### src/rtl/psu_pkg.sv
package psu_pkg;

  // Strobes issued by the control half to the datapath each cycle.
  typedef struct packed {
    logic grantFire;    // capture the selected thread into irqGrant
    logic reschedFire;  // raise reschedIrq on this edge
    logic bestReload;   // reload best-waiting to all ones (writes win)
  } psuStrobe_t;

endpackage

### src/rtl/psu_control.sv
module psu_control
  import psu_pkg::*;
(
  input  logic       clk,
  input  logic       rstN,
  input  logic       irqReq,
  input  logic       anyEligible,
  input  logic       anyWorse,
  output psuStrobe_t strb
);

  logic pendingQ;
  logic reqLive;

  // A request is live on arrival or while one is being held.
  assign reqLive = irqReq | pendingQ;

  always_comb begin
    strb.grantFire   = reqLive & anyEligible;
    strb.reschedFire = anyWorse;
    strb.bestReload  = anyWorse;
  end

  always_ff @(posedge clk or negedge rstN) begin
    if (!rstN) begin
      pendingQ <= 1'b0;
    end else begin
      pendingQ <= reqLive & ~anyEligible;
    end
  end

endmodule

### src/rtl/psu_datapath.sv
module psu_datapath
  import psu_pkg::*;
#(
  parameter int NUM_THREADS = 4,
  parameter int PRIO_W      = 9
) (
  input  logic                          clk,
  input  logic                          rstN,
  input  logic [NUM_THREADS*PRIO_W-1:0] threadPrio,
  input  logic [NUM_THREADS-1:0]        threadEligible,
  input  logic                          cfgWrEn,
  input  logic                          cfgWrData,
  input  logic                          bestWrEn,
  input  logic [PRIO_W-1:0]             bestWrData,
  input  psuStrobe_t                    strb,
  output logic                          anyEligible,
  output logic                          anyWorse,
  output logic [NUM_THREADS-1:0]        irqGrant,
  output logic                          reschedIrq
);

  localparam int IDX_W = (NUM_THREADS > 1) ? $clog2(NUM_THREADS) : 1;
  localparam logic [PRIO_W-1:0] PRIO_IDLE = {PRIO_W{1'b1}};

  logic [PRIO_W-1:0]      prioArr [NUM_THREADS];
  logic [NUM_THREADS-1:0] worseVec;
  logic [PRIO_W-1:0]      bestWaitQ;
  logic                   schedEnQ;

  logic [IDX_W-1:0]       selIdx;
  logic [PRIO_W-1:0]      selPrio;
  logic                   selFound;
  logic [NUM_THREADS-1:0] selOneHot;

  // Per-thread unpack and compare against best-waiting.
  for (genvar g = 0; g < NUM_THREADS; g++) begin : g_thread
    assign prioArr[g]  = threadPrio[g*PRIO_W +: PRIO_W];
    assign worseVec[g] = prioArr[g] > bestWaitQ;
  end

  assign anyWorse = schedEnQ & (|worseVec);

  // Worst eligible priority; strict compare keeps the lowest index on ties.
  always_comb begin
    selFound = 1'b0;
    selIdx   = '0;
    selPrio  = '0;
    for (int i = 0; i < NUM_THREADS; i++) begin
      if (threadEligible[i] && (!selFound || prioArr[i] > selPrio)) begin
        selFound = 1'b1;
        selIdx   = IDX_W'(i);
        selPrio  = prioArr[i];
      end
    end
  end

  assign anyEligible = selFound;
  assign selOneHot   = NUM_THREADS'(1) << selIdx;

  always_ff @(posedge clk or negedge rstN) begin
    if (!rstN) begin
      irqGrant   <= '0;
      reschedIrq <= 1'b0;
      schedEnQ   <= 1'b0;
      bestWaitQ  <= PRIO_IDLE;
    end else begin
      irqGrant   <= strb.grantFire ? selOneHot : '0;
      reschedIrq <= strb.reschedFire;
      if (cfgWrEn) begin
        schedEnQ <= cfgWrData;
      end
      if (bestWrEn) begin
        bestWaitQ <= bestWrData;
      end else if (strb.bestReload) begin
        bestWaitQ <= PRIO_IDLE;
      end
    end
  end

endmodule

### src/rtl/prio_steer_unit.sv
module prio_steer_unit
  import psu_pkg::*;
#(
  parameter int NUM_THREADS = 4,
  parameter int PRIO_W      = 9
) (
  input  logic                          clk,
  input  logic                          rstN,
  input  logic [NUM_THREADS*PRIO_W-1:0] threadPrio,
  input  logic [NUM_THREADS-1:0]        threadEligible,
  input  logic                          irqReq,
  output logic [NUM_THREADS-1:0]        irqGrant,
  input  logic                          cfgWrEn,
  input  logic                          cfgWrData,
  input  logic                          bestWrEn,
  input  logic [PRIO_W-1:0]             bestWrData,
  output logic                          reschedIrq
);

  psuStrobe_t strb;
  logic       anyEligible;
  logic       anyWorse;

  psu_control u_ctl (
    .clk         (clk),
    .rstN        (rstN),
    .irqReq      (irqReq),
    .anyEligible (anyEligible),
    .anyWorse    (anyWorse),
    .strb        (strb)
  );

  psu_datapath #(
    .NUM_THREADS (NUM_THREADS),
    .PRIO_W      (PRIO_W)
  ) u_dp (
    .clk            (clk),
    .rstN           (rstN),
    .threadPrio     (threadPrio),
    .threadEligible (threadEligible),
    .cfgWrEn        (cfgWrEn),
    .cfgWrData      (cfgWrData),
    .bestWrEn       (bestWrEn),
    .bestWrData     (bestWrData),
    .strb           (strb),
    .anyEligible    (anyEligible),
    .anyWorse       (anyWorse),
    .irqGrant       (irqGrant),
    .reschedIrq     (reschedIrq)
  );

endmodule

### config.mk
export PLATFORM = sky130hd
export DESIGN_NAME = prio_steer_unit
export DESIGN_NICKNAME = d
export VERILOG_FILES = /design/src/rtl/psu_pkg.sv /design/src/rtl/psu_control.sv /design/src/rtl/psu_datapath.sv /design/src/rtl/prio_steer_unit.sv
export SDC_FILE = /design/constraint.sdc
export NUM_CORES = 1
export LEC_CHECK = 0
export BUFFER_PORTS_ARGS = -buffer_cell sky130_fd_sc_hd__buf_2
export CAP_MARGIN = 20
export CORE_ASPECT_RATIO = 0.6
export CORE_MARGIN = 1.5
export CORE_UTILIZATION = 30
export DETAILED_ROUTE_END_ITERATION = 7
export HOLD_SLACK_MARGIN = 0.1
export PLACE_DENSITY = 0.55
export SLEW_MARGIN = 20
export SYNTH_ARGS = -nofsm -noshare
export SYNTH_HDL_FRONTEND = slang
export SYNTH_SLANG_ARGS = --single-unit
### constraint.sdc
create_clock -name clk -period 5.2 [get_ports clk]
set_input_delay 1.04 -clock clk [delete_from_list [all_inputs] [get_ports clk]]
set_output_delay 1.04 -clock clk [all_outputs]
set_load 0.1 [all_outputs]
==> summary.md, run 1 <==
• met3 GRT Util: 0.0498
• power density of the placed cells: 213 nW/um2
• most common library cell in the layout ignoring fill and taps: buf_2
• mean area per synthesized cell: 9.55 um2
• clock tree from TritonCTS: done
• count of placed standard cells in the final layout, fillers left out: 497
• number of nets with antenna violations after detailed routing: 0
• # port buffers: 59
• relative max-transition margin: 0.624
• clock network power share: 0.208
• WL final: 8.29 mm
• proportion of synthesized chip area in sequential cells: 0.161
• Non-Filler Cell Area, Final: 3870 um2
• share of cell area taken by muxes after synthesis: 0.0557
• post-route clock skew: 1.80 ps
• vias in the first global route: 2549
• data arrival time of the critical path: 5650 ps
• Top-Level Pins: 60
• main combinational cell family by area after synthesis: adder cells
• Max VDD drop: 0.000115 V
• number of buffers on the longest clock path: 2
• fraction of power spent switching nets: 0.402
• number of warning messages in the yosys log: 0
• worst-path maximum fanout: 6
• final setup fails: 3
• met1 track demand over resource in global routing: 0.297
• number of antenna violations at the first check in global routing: 0
• Leakage Power: 1.89 nW
• largest net degree at the start of global routing: 19
• total CTS buffers: 3
• status: complete, but fails checks
• net switching power figure: 0.000331 W
• internal power contribution: 0.000492 W
• adder-cell share of the synthesized area: 0.308
• wire length of the first global-routing pass: 13.1 mm
• number of violations of the max-capacitance limit: 0
• drt first-iter violations: 123
• required time reported for the critical path endpoint: 5350 ps
• via count: 2465
• most crowded layer after global routing: met1
• post-layout power: 0.000824 W
• Placed Cells incl. Taps: 481
• top library cells by usage in the layout, fill and taps aside: buf_2 (58), buf_4 (56), ha_1 (50)
• via density per instance: 4.96
• setup repair after global routing missed its margin: yes
• Die Area: 9110 um2
• Post-Synthesis Cells: 268
• Post-CTS Hold Buffers: 0
• clock latency at the later pin of the worst-skew pair: 250 ps
• number of cell rows: 25
• cell area after synthesis: 2560 um2
• synthesized-area fraction occupied by ao, oa, aoi and oai cells: 0.274
• initial core utilization: 0.317
• leading register cell type out of synthesis: dfstp_2
• fraction of power consumed by combinational cells: 0.606
• Antenna diodes: 0
• Final Worst Setup Slack: -297 ps
• failing checks: setup timing
• nets@finish: 508
• final weighted congestion in routability-driven placement: 0.841
• register bit total from synthesis: 16
• number of filler cells placed in the layout: 789
• HPWL Detailed: 6.95 mm
• Crit. End Element: register
• DRC violation count after routing: 0
• number of endpoints with negative hold slack in the final report: 0
• top-area cell type share of the netlist area: 0.308
• floorplan die width: 122 um
• Synthesized Nets: 386
• area of the core: 8070 um2
• clk sink count: 16
• final worst path period need: 5500 ps
• highest achievable clock rate: 182 MHz
• total global routing track utilization: 0.192
• share of synthesized cell area in and, or, nand and nor gates: 0.150
• cell taking the most area after synthesis: ha_1
• GRT Residual Overflow: 0
• top area cells in the synthesized netlist: ha_1 (31%), dfstp_2 (9.2%), dfrtp_1 (6.8%)
• Die Y-Extent: 74.6 um
• clock transition time at the flip-flop clock pins of the worst setup and hold paths: 50 ps
• HP Class: reg2reg
• synthesis-to-finish area growth: 51.2%
• fin crit share: 1.06
• share of cells above drive strength 1: 0.532
• pins over their slew limit: 0
• GR met2 Demand/Resource: 0.272
• area occupied by registers: 412 um2
• cell chosen for the clock root: clkbuf_16
• post-synthesis cell type count: 42
• proportion of power drawn by flip-flops and latches: 0.186
• WL per Instance: 16.7 um
• H-tree levels: 1
• xor/xnor share of the synthesized area: 0
• CP Class: in2reg
• detailed-routing iteration count for the pre-antenna-repair pass: 4
• slew at the pin closest to its max-slew limit: 559 ps
• share of flip-flops with an asynchronous set or reset: 1.00
• number of enable flip-flop cells after synthesis: 0
• Post-DP Area: 3480 um2
• area taken by multi-input logic gates: 2300 um2
• Setup crit start kind: input pin
[synthesized netlist by cell type (2+ instances only)]
library cell  number
o21ai_1            6
a32oi_2            8
buf_6              2
nand3_1            5
mux2_2             2
nor2b_1           11
nand4_1           14
a21oi_2            9
a21oi_1           16
clkbuf_1           2
inv_1             25
dfrtp_1            7
nand2_1           14
o31ai_1            4
nor3_1             2
a2111oi_2          2
dfstp_2            9
nor3b_1            3
o211ai_1           5
mux2_4             8
a2111oi_4          2
o21ai_0            2
nor2_1            20
a21o_1            10
ha_1              63
[path summary, 6_finish.rpt]
kind	from	cells after the start	to	slack [ps]
max in group asynchronous	rstN	1	u_dp.bestWaitQ[6]	4170
min in group asynchronous	rstN	1	u_ctl.pendingQ	710
min	u_dp.bestWaitQ[7]	2	u_dp.bestWaitQ[7]	540
max reg2reg	u_dp.bestWaitQ[8]	8	u_dp.bestWaitQ[6]	2670
max	threadEligible[0]	26	u_dp.irqGrant[2]	-300
min reg2reg	u_dp.bestWaitQ[7]	2	u_dp.bestWaitQ[7]	540
[registers in the layout, summed over array words and instances (netlist names)]
register and flops:
u_dp.reschedIrq 1, u_dp.schedEnQ 1, u_ctl.pendingQ 1, u_dp.irqGrant 4
u_dp.bestWaitQ 9
[cells by family after synthesis]
group	count (synthesis)
AOI/OAI and AO/OA	75
DFF	16
adders and majority gates	63
muxes	10
and+or+nand+nor	73
buffers and inverters	31
[timing repair]
item / 4_1_cts / 5_1_grt
buffers inserted: 9 / 3
setup endpoints to repair: 4 / 4
gates resized for setup: 19 / 15
pin swaps: 25 / 17
[per-stage QoR]
step | util | setup TNS, ps | worst slack (ps) | hold WS, ps
after CTS | 0.465 | -856 | -323 | 546
final | 0.480 | -824 | -297 | 540
after global routing | 0.480 | -1560 | -517 | 570
after global placement | 0.431 | -1930 | -675 | 532
after floorplan | - | -474 | -232 | 522
after detailed placement | 0.431 | -2210 | -728 | 537
[routing by layer]
layer  vias to the layer above  wire [um]  share of wire
li1                       1259          -              -
met1                      1136       4510           0.54
met2                        64       3170           0.38
met3                         6        577          0.070
met4                         0         37         0.0045
met5                         -          0              0
[critical path, stage by stage]
cell and delay [ps]:
buf_8 110, buf_12 130, nand2_4 60, ha_4 200
nor2b_4 130, o21bai_4 130, a31oi_4 110, buf_6 140
o211ai_4 280, buf_12 160, buf_4 100, a32oi_2 100
ha_1 300, nand4_1 150, buf_4 180, o211ai_1 200
and3b_2 250, buf_6 140, mux2_4 310, ha_4 210
nor2b_1 120, o21a_1 160, o21ai_1 120, nand3_1 100
a311o_1 350, nor4bb_2 320
[layout make-up]
class / instances / share of cell area
Multi-Input combinational cell: 221 / 0.594
Timing Repair Buffer: 122 / 0.217
Sequential cell: 16 / 0.106
Tap cell: 108 / 0.0349
Inverter: 26 / 0.0252
Clock buffer: 4 / 0.0229
[power groups by stage]
stage                     Clock [W]  Sequential, W  Combinational [W]
final                      0.000172       0.000153           0.000499
after CTS                  0.000174       0.000153           0.000477
after global routing       0.000180       0.000155           0.000547
after global placement            0       0.000155           0.000440
after floorplan                   0       0.000189           0.000257
after detailed placement          0       0.000155           0.000448
No activity file was read; power rests on OpenSTA's default activity.
==> inputs of run 2 (changes only) <==
Settings changed: SYNTH_HIERARCHICAL set to 1.
==> run 2 against run 1 <==
Non-clock buffer count is 15 lower. Total power fell by 9.0%. The flow now finishes without violations. Critical endpoint is now u_dp/irqGrant[1]. Highest routed layer unchanged. Largest cell class unchanged. Via count shrank 0.57%. Area after synthesis is 5.7% lower.
==> summary.md, run 2 <==
• cell area after synthesis: 2410 um2, -5.7%
• clock transition time at the flip-flop clock pins of the worst setup and hold paths: 50 ps, about the same
• initial core utilization: 0.308, -0.00964
• number of filler cells placed in the layout: 780, -1.1%
• worst-path maximum fanout: 7, +1
• top area cells in the synthesized netlist: ha_1 (33%), dfstp_2 (9.8%), dfrtp_1 (7.3%)
• detailed-routing iteration count for the pre-antenna-repair pass: 4, unchanged
• WL final: 7.99 mm, -3.6%
• most common library cell in the layout ignoring fill and taps: buf_2
• top cell types by occurrence after synthesis: ha_1 (63), inv_1 (30), nand2_1 (27)
• HP Class: reg2reg
• required time reported for the critical path endpoint: 5330 ps, -20 ps
• critical register-to-register path startpoint: u_dp/bestWaitQ[1]
• register bit total from synthesis: 16, unchanged
• xor/xnor share of the synthesized area: 0, unchanged
• Setup crit start kind: input pin
• floorplan die width: 119 um, -2.8%
• leading register cell type out of synthesis: dfstp_2
• fin crit share: 0.978, -0.0789
• data arrival time of the critical path: 5220 ps, -430 ps
• setup slack of the worst register-to-register path: 2360 ps, -310 ps
• share of flip-flops with an asynchronous set or reset: 1.00, unchanged
• status: complete, no violations
• synthesis-to-finish area growth: 53.1%
• setup repair after global routing missed its margin: yes
• total global routing track utilization: 0.177, -0.0149
• slew at the pin closest to its max-slew limit: 878 ps, +319 ps
• clk sink count: 16, unchanged
• WL per Instance: 16.2 um, -3.1%
• final setup fails: 0, -3
• Final Worst Setup Slack: 113 ps, +410 ps
• pins over their slew limit: 0, unchanged
• power density of the placed cells: 203 nW/um2, -4.6%
• worst setup path startpoint: threadEligible[0]
• largest net degree at the start of global routing: 19, unchanged
• adder-cell share of the synthesized area: 0.326, +0.0185
• Top-Level Pins: 60, unchanged
• number of buffers on the longest clock path: 2, unchanged
• wire length of the first global-routing pass: 11.9 mm, -9.1%
• via count: 2451, -0.57%
• number of nets with antenna violations after detailed routing: 0, unchanged
• number of cell rows: 25, unchanged
• vias in the first global route: 2388, -6.3%
• number of violations of the max-capacitance limit: 0, unchanged
• share of cells above drive strength 1: 0.456, -0.0762
• Placement Setup Slack: -595 ps, +134 ps
• area of the core: 7850 um2, -2.7%
• post-route clock skew: 1.66 ps, -0.136 ps
• HPWL Detailed: 6.44 mm, -7.3%
• relative max-transition margin: 0.407, -0.216
• top register by number of flip-flops: u_dp/bestWaitQ
• H-tree levels: 1, unchanged
• Die Y-Extent: 72.5 um, -2.8%
• worst-case reg-to-reg path depth: 10, +2
• via density per instance: 4.96, about the same
• drt first-iter violations: 114, -7.3%
• nets@finish: 505, -0.59%
• Max VDD drop: 0.0000959 V, -17%
• DRC violation count after routing: 0, unchanged
• cell chosen for the clock root: clkbuf_16
• clock latency at the later pin of the worst-skew pair: 240 ps, about the same
• proportion of synthesized chip area in sequential cells: 0.170, +0.00966
• CP Class: in2reg
• area taken by multi-input logic gates: 2210 um2, -3.7%
• number of antenna violations at the first check in global routing: 0, unchanged
• Hold Crit Start: u_ctl/pendingQ
• share of synthesized cell area in and, or, nand and nor gates: 0.166, +0.0168
• total CTS buffers: 3, unchanged
• final worst path period need: 5090 ps, -410 ps
• mean area per synthesized cell: 8.53 um2, -11%
• share of cell area taken by muxes after synthesis: 0.0772, +0.0215
• cell taking the most area after synthesis: ha_1
• Synthesized Nets: 401, +3.9%
• area occupied by registers: 412 um2, unchanged
• # port buffers: 59, unchanged
• Crit. End Element: register
• Largest regs: u_dp/bestWaitQ x9, u_dp/irqGrant x4
• clock tree from TritonCTS: done
• top library cells by usage in the layout, fill and taps aside: buf_2 (54), ha_1 (48), buf_4 (46)
• critical register-to-register path endpoint: u_dp/bestWaitQ[5]
• GRT Residual Overflow: 0, unchanged
• top-area cell type share of the netlist area: 0.326, +0.0185
• number of warning messages in the yosys log: 6, +6
• number of endpoints with negative hold slack in the final report: 0, unchanged
• number of enable flip-flop cells after synthesis: 0, unchanged
• Antenna diodes: 0, unchanged
• number of flip-flops under the largest register name: 9, unchanged
• main combinational cell family by area after synthesis: adder cells
• Leakage Power: 1.79 nW, -5.4%
• capturing instance or port of the critical path: u_dp/irqGrant[1]
• synthesized-area fraction occupied by ao, oa, aoi and oai cells: 0.190, -0.0846
• post-synthesis cell type count: 43, +2.4%
• final weighted congestion in routability-driven placement: 0.844, +0.43%
• Post-Synthesis Cells: 283, +5.6%
• highest achievable clock rate: 197 MHz, +8.1%
• most repeated cell in the gate-level netlist after synthesis: ha_1
• Post-CTS Hold Buffers: 0, unchanged
• worst slack on hold paths: 500 ps, -40.4 ps
• Die Area: 8610 um2, -5.5%
[run 2: timing repair]
action,4_1_cts,5_1_grt
cloned,0,1
buffers inserted,1,4
pin swaps,8,20
gates resized for setup,16,58
setup endpoints to repair,4,4
[run 2: how the worst min path moves through the flow]
| stage | cells past startpoint | to |
|---|---|---|
| finish | 1 | u_ctl/pendingQ |
| global route | 1 | u_ctl/pendingQ |
| CTS | 1 | u_ctl/pendingQ |
| detailed placement | 1 | u_ctl/pendingQ |
| global placement | 1 | u_ctl/pendingQ |
| floorplan | 1 | u_ctl/pendingQ |
[run 2: routing by layer]
metal,track usage,share of wire
met5,0,0
met4,0.0161,0.0053
met3,0.0252,0.058
met2,0.275,0.43
met1,0.270,0.51
[run 2: metrics by stage]
step,instances,TNS (ps),total power [W],area (um2),util
2_1_floorplan,283,0,0.000389,2420,-
3_3_place_gp,486,-1580,0.000507,3140,0.399
3_5_place_dp,486,-2160,0.000514,3140,0.399
4_1_cts,491,0,0.000696,3310,0.421
5_1_grt,494,-257,0.000809,3700,0.471
6_report,494,0,0.000750,3700,0.471
[run 2: critical path, stage by stage]
cell       delay, ps
clkbuf_16        140
nand2_2           90
ha_4             210
a211oi_2         190
nor2_1            90
nor3b_2          280
a21oi_4           90
buf_12           160
buf_12           130
mux2i_1          140
buf_4            150
inv_2             50
ha_4             200
a21o_1           160
a21oi_2          150
o21ai_2           90
a31oi_4          230
buf_6            150
mux2i_2          220
ha_2             200
a21o_1           120
a211oi_1          70
or3_1            370
a31oi_2          240
and4b_2          250
[run 2: logic make-up after synthesis]
kind of cell / count (synthesis)
mux: 18
buf+inv: 38
compound gates: 66
fa+ha+maj: 63
simple gates: 82
flops: 16
[run 2: area by class of cell]
cell class | count | area share
Multi-Input combinational cell | 229 | 0.599
Timing Repair Buffer | 107 | 0.199
Sequential cell | 16 | 0.111
Tap cell | 108 | 0.0366
Inverter | 30 | 0.0305
Clock buffer | 4 | 0.0240
[run 2: where the power goes]
group / internal (W) / leakage, nW / switching (W)
combinational: 0.000199 / 1.56 / 0.000234
clock: 0.000117 / 0.0442 / 0.0000483
sequential: 0.000144 / 0.187 / 0.00000738
total: 0.000460 / 1.79 / 0.000290
==> inputs of run 3 (changes only) <==
Clock period 5.2 ns to 6 ns, I/O delays scaled along.
==> run 3 against run 2 <==
Register-to-register slack improved by 830 ps. Critical path depth fell by 3. Final area fell by 21%. Non-clock buffer count fell by 44. Cell count fell by 8.9%. Sequential cell count did not move. Critical path type unchanged.
==> summary.md, run 3 (synthesis results as in run 2) <==
• status: complete, no violations
• clock latency at the later pin of the worst-skew pair: 250 ps, about the same
• nets@finish: 461, -8.7%
• largest net degree at the start of global routing: 19, unchanged
• top library cells by usage in the layout, fill and taps aside: ha_1 (63), buf_2 (59), inv_1 (30)
• Largest regs: u_dp/bestWaitQ x9, u_dp/irqGrant x4
• # port buffers: 59, unchanged
• worst-case reg-to-reg path depth: 10, unchanged
• WL final: 7.20 mm, -9.9%
• critical register-to-register path startpoint: u_dp/bestWaitQ[1]
• Leakage Power: 1.51 nW, -16%
• number of buffers on the longest clock path: 2, unchanged
• clock network power share: 0.255, +0.035
• number of flip-flops under the largest register name: 9, unchanged
• cell chosen for the clock root: clkbuf_16
• clock transition time at the flip-flop clock pins of the worst setup and hold paths: 50 ps, about the same
• critical register-to-register path endpoint: u_dp/bestWaitQ[6]
• Post-CTS Hold Buffers: 0, unchanged
• final setup fails: 0, unchanged
• data arrival time of the critical path: 5770 ps, +550 ps
• required time reported for the critical path endpoint: 6140 ps, +810 ps
• worst-path maximum fanout: 13, +6
• number of antenna violations at the first check in global routing: 0, unchanged
• final worst path period need: 5640 ps
• Non-Filler Cell Area, Final: 2930 um2, -21%
• worst setup path startpoint: threadEligible[0]
• net switching power figure: 0.000224 W, -23%
• clk sink count: 16, unchanged
• HP Class: reg2reg
• total global routing track utilization: 0.176, -0.00137
• Setup crit start kind: input pin
• power density of the placed cells: 194 nW/um2, -4.4%
• Post-DP Area: 2820 um2, -10%
• post-route clock skew: 1.42 ps, -0.246 ps
• Die Y-Extent: 72.5 um, unchanged
• top register by number of flip-flops: u_dp/bestWaitQ
• GRT Residual Overflow: 0, unchanged
• Die Area: 8610 um2, unchanged
• HPWL Detailed: 6.43 mm, -0.27%
• area of the core: 7850 um2, unchanged
• Placed Cells incl. Taps: 444, -8.6%
• internal power contribution: 0.000345 W, -25%
• Crit. End Element: register
• total CTS buffers: 3, unchanged
• number of endpoints with negative hold slack in the final report: 0, unchanged
• WL per Instance: 16.0 um, -1.1%
• Antenna diodes: 0, unchanged
• fraction of power spent switching nets: 0.394, +0.00689
• CP Class: in2reg
• DRC violation count after routing: 0, unchanged
• pins over their slew limit: 0, unchanged
• fin crit share: 0.939
• most common library cell in the layout ignoring fill and taps: ha_1
• slew at the pin closest to its max-slew limit: 849 ps, -29.1 ps
• Hold Path Stages: 1, unchanged
• floorplan die width: 119 um, unchanged
• Max VDD drop: 0.0000707 V, -26%
• number of violations of the max-capacitance limit: 0, unchanged
• proportion of power drawn by flip-flops and latches: 0.230, +0.028
• number of nets with antenna violations after detailed routing: 0, unchanged
• capture endpoint of the worst hold path: u_ctl/pendingQ
• detailed-routing iteration count for the pre-antenna-repair pass: 4, unchanged
• setup slack of the worst register-to-register path: 3190 ps, +830 ps
• final weighted congestion in routability-driven placement: 0.852, +0.94%
• via count: 2279, -7.0%
• count of placed standard cells in the final layout, fillers left out: 450, -8.9%
• Hold Crit Start: u_ctl/pendingQ
• initial core utilization: 0.308, unchanged
• drt first-iter violations: 131, +15%
• H-tree levels: 1, unchanged
• highest achievable clock rate: 177 MHz
• number of cell rows: 25, unchanged
• Top-Level Pins: 60, unchanged
• wire length of the first global-routing pass: 11.5 mm, -3.1%
• vias in the first global route: 2197, -8.0%
• fraction of power consumed by combinational cells: 0.515, -0.063
• setup repair after global routing missed its margin: no
• share of cells above drive strength 1: 0.254, -0.202
• synthesis-to-finish area growth: 21.4%
• relative max-transition margin: 0.427, +0.0197
• summed negative setup slack over all endpoints: 0 ps, unchanged
• clock tree from TritonCTS: done
• via density per instance: 5.06, +2.1%
-- run 3: cell types whose count changed in the layout (fill, tap and decap cells not counted), moves of 5 or more --
cell / previous run / this run
buf_4: 46 / 3
ha_1: 48 / 63
ha_4: 12 / 0
nand2_1: 19 / 27
mux2i_1: 8 / 14
mux2i_4: 6 / 0
buf_2: 54 / 59
nand2_2: 5 / 0
-- run 3: how the worst max path moves through the flow --
stage,depth (start not counted),to
final,22,u_dp/irqGrant[1]
after global routing,25,u_dp/irqGrant[0]
after CTS,23,u_dp/irqGrant[1]
after detailed placement,23,u_dp/irqGrant[1]
after global placement,23,u_dp/irqGrant[0]
after floorplan,24,u_dp/irqGrant[1]
-- run 3: timing repair --
item | 4_1_cts | 5_1_grt
resized for setup | 0 | 3
setup endpoints to repair | 0 | 4
buffers inserted | 0 | 2
-- run 3: power by group through the flow --
stage,combinational (W),sequential [W],clock [W]
after floorplan,0.000180,0.000157,0
after global placement,0.000281,0.000132,0
after detailed placement,0.000287,0.000133,0
after CTS,0.000288,0.000131,0.000151
after global routing,0.000329,0.000132,0.000158
final,0.000293,0.000131,0.000145
-- run 3: area by class of cell --
type / instances / area (um2)
clock buffers: 4 / 88.8
multi-input cells: 229 / 1850
inverters: 30 / 113
fillers: 832 / 4920
flip-flops and latches: 16 / 412
well taps: 108 / 135
repair buffers: 63 / 338
-- run 3: layer usage --
layer  up-vias  GRT usage  wire length, um
met5         -          0                0
met4         0    0.00803                0
met3         0     0.0432              619
met2        72      0.253             2820
met1      1057      0.274             3760
li1       1150          -                -
-- run 3: stage by stage --
| stage | power, W | setup WS [ps] | utilization | hold WS [ps] |
|---|---|---|---|---|
| 5_1_grt | 0.000619 | 72.6 | 0.373 | 544 |
| 2_1_floorplan | 0.000336 | 492 | - | 473 |
| 4_1_cts | 0.000571 | 229 | 0.370 | 509 |
| 6_report | 0.000569 | 363 | 0.373 | 502 |
| 3_5_place_dp | 0.000419 | -27.5 | 0.359 | 497 |
| 3_3_place_gp | 0.000413 | 113 | 0.359 | 491 |
-- run 3: worst max-delay path, stage by stage --
cell and delay, ps:
buf_2 210, nand2_1 170, ha_1 330, nand4_1 140, o21bai_1 210, a21oi_2 190, buf_12 170, mux2i_2 290
inv_1 70, ha_1 320, a21oi_2 140, o21ai_1 90, a2111oi_2 270, o21ai_1 160, a31oi_4 240, buf_4 220
mux2i_1 80, ha_1 310, nand2_1 90, or3_1 380, a31oi_1 230, and4b_2 250
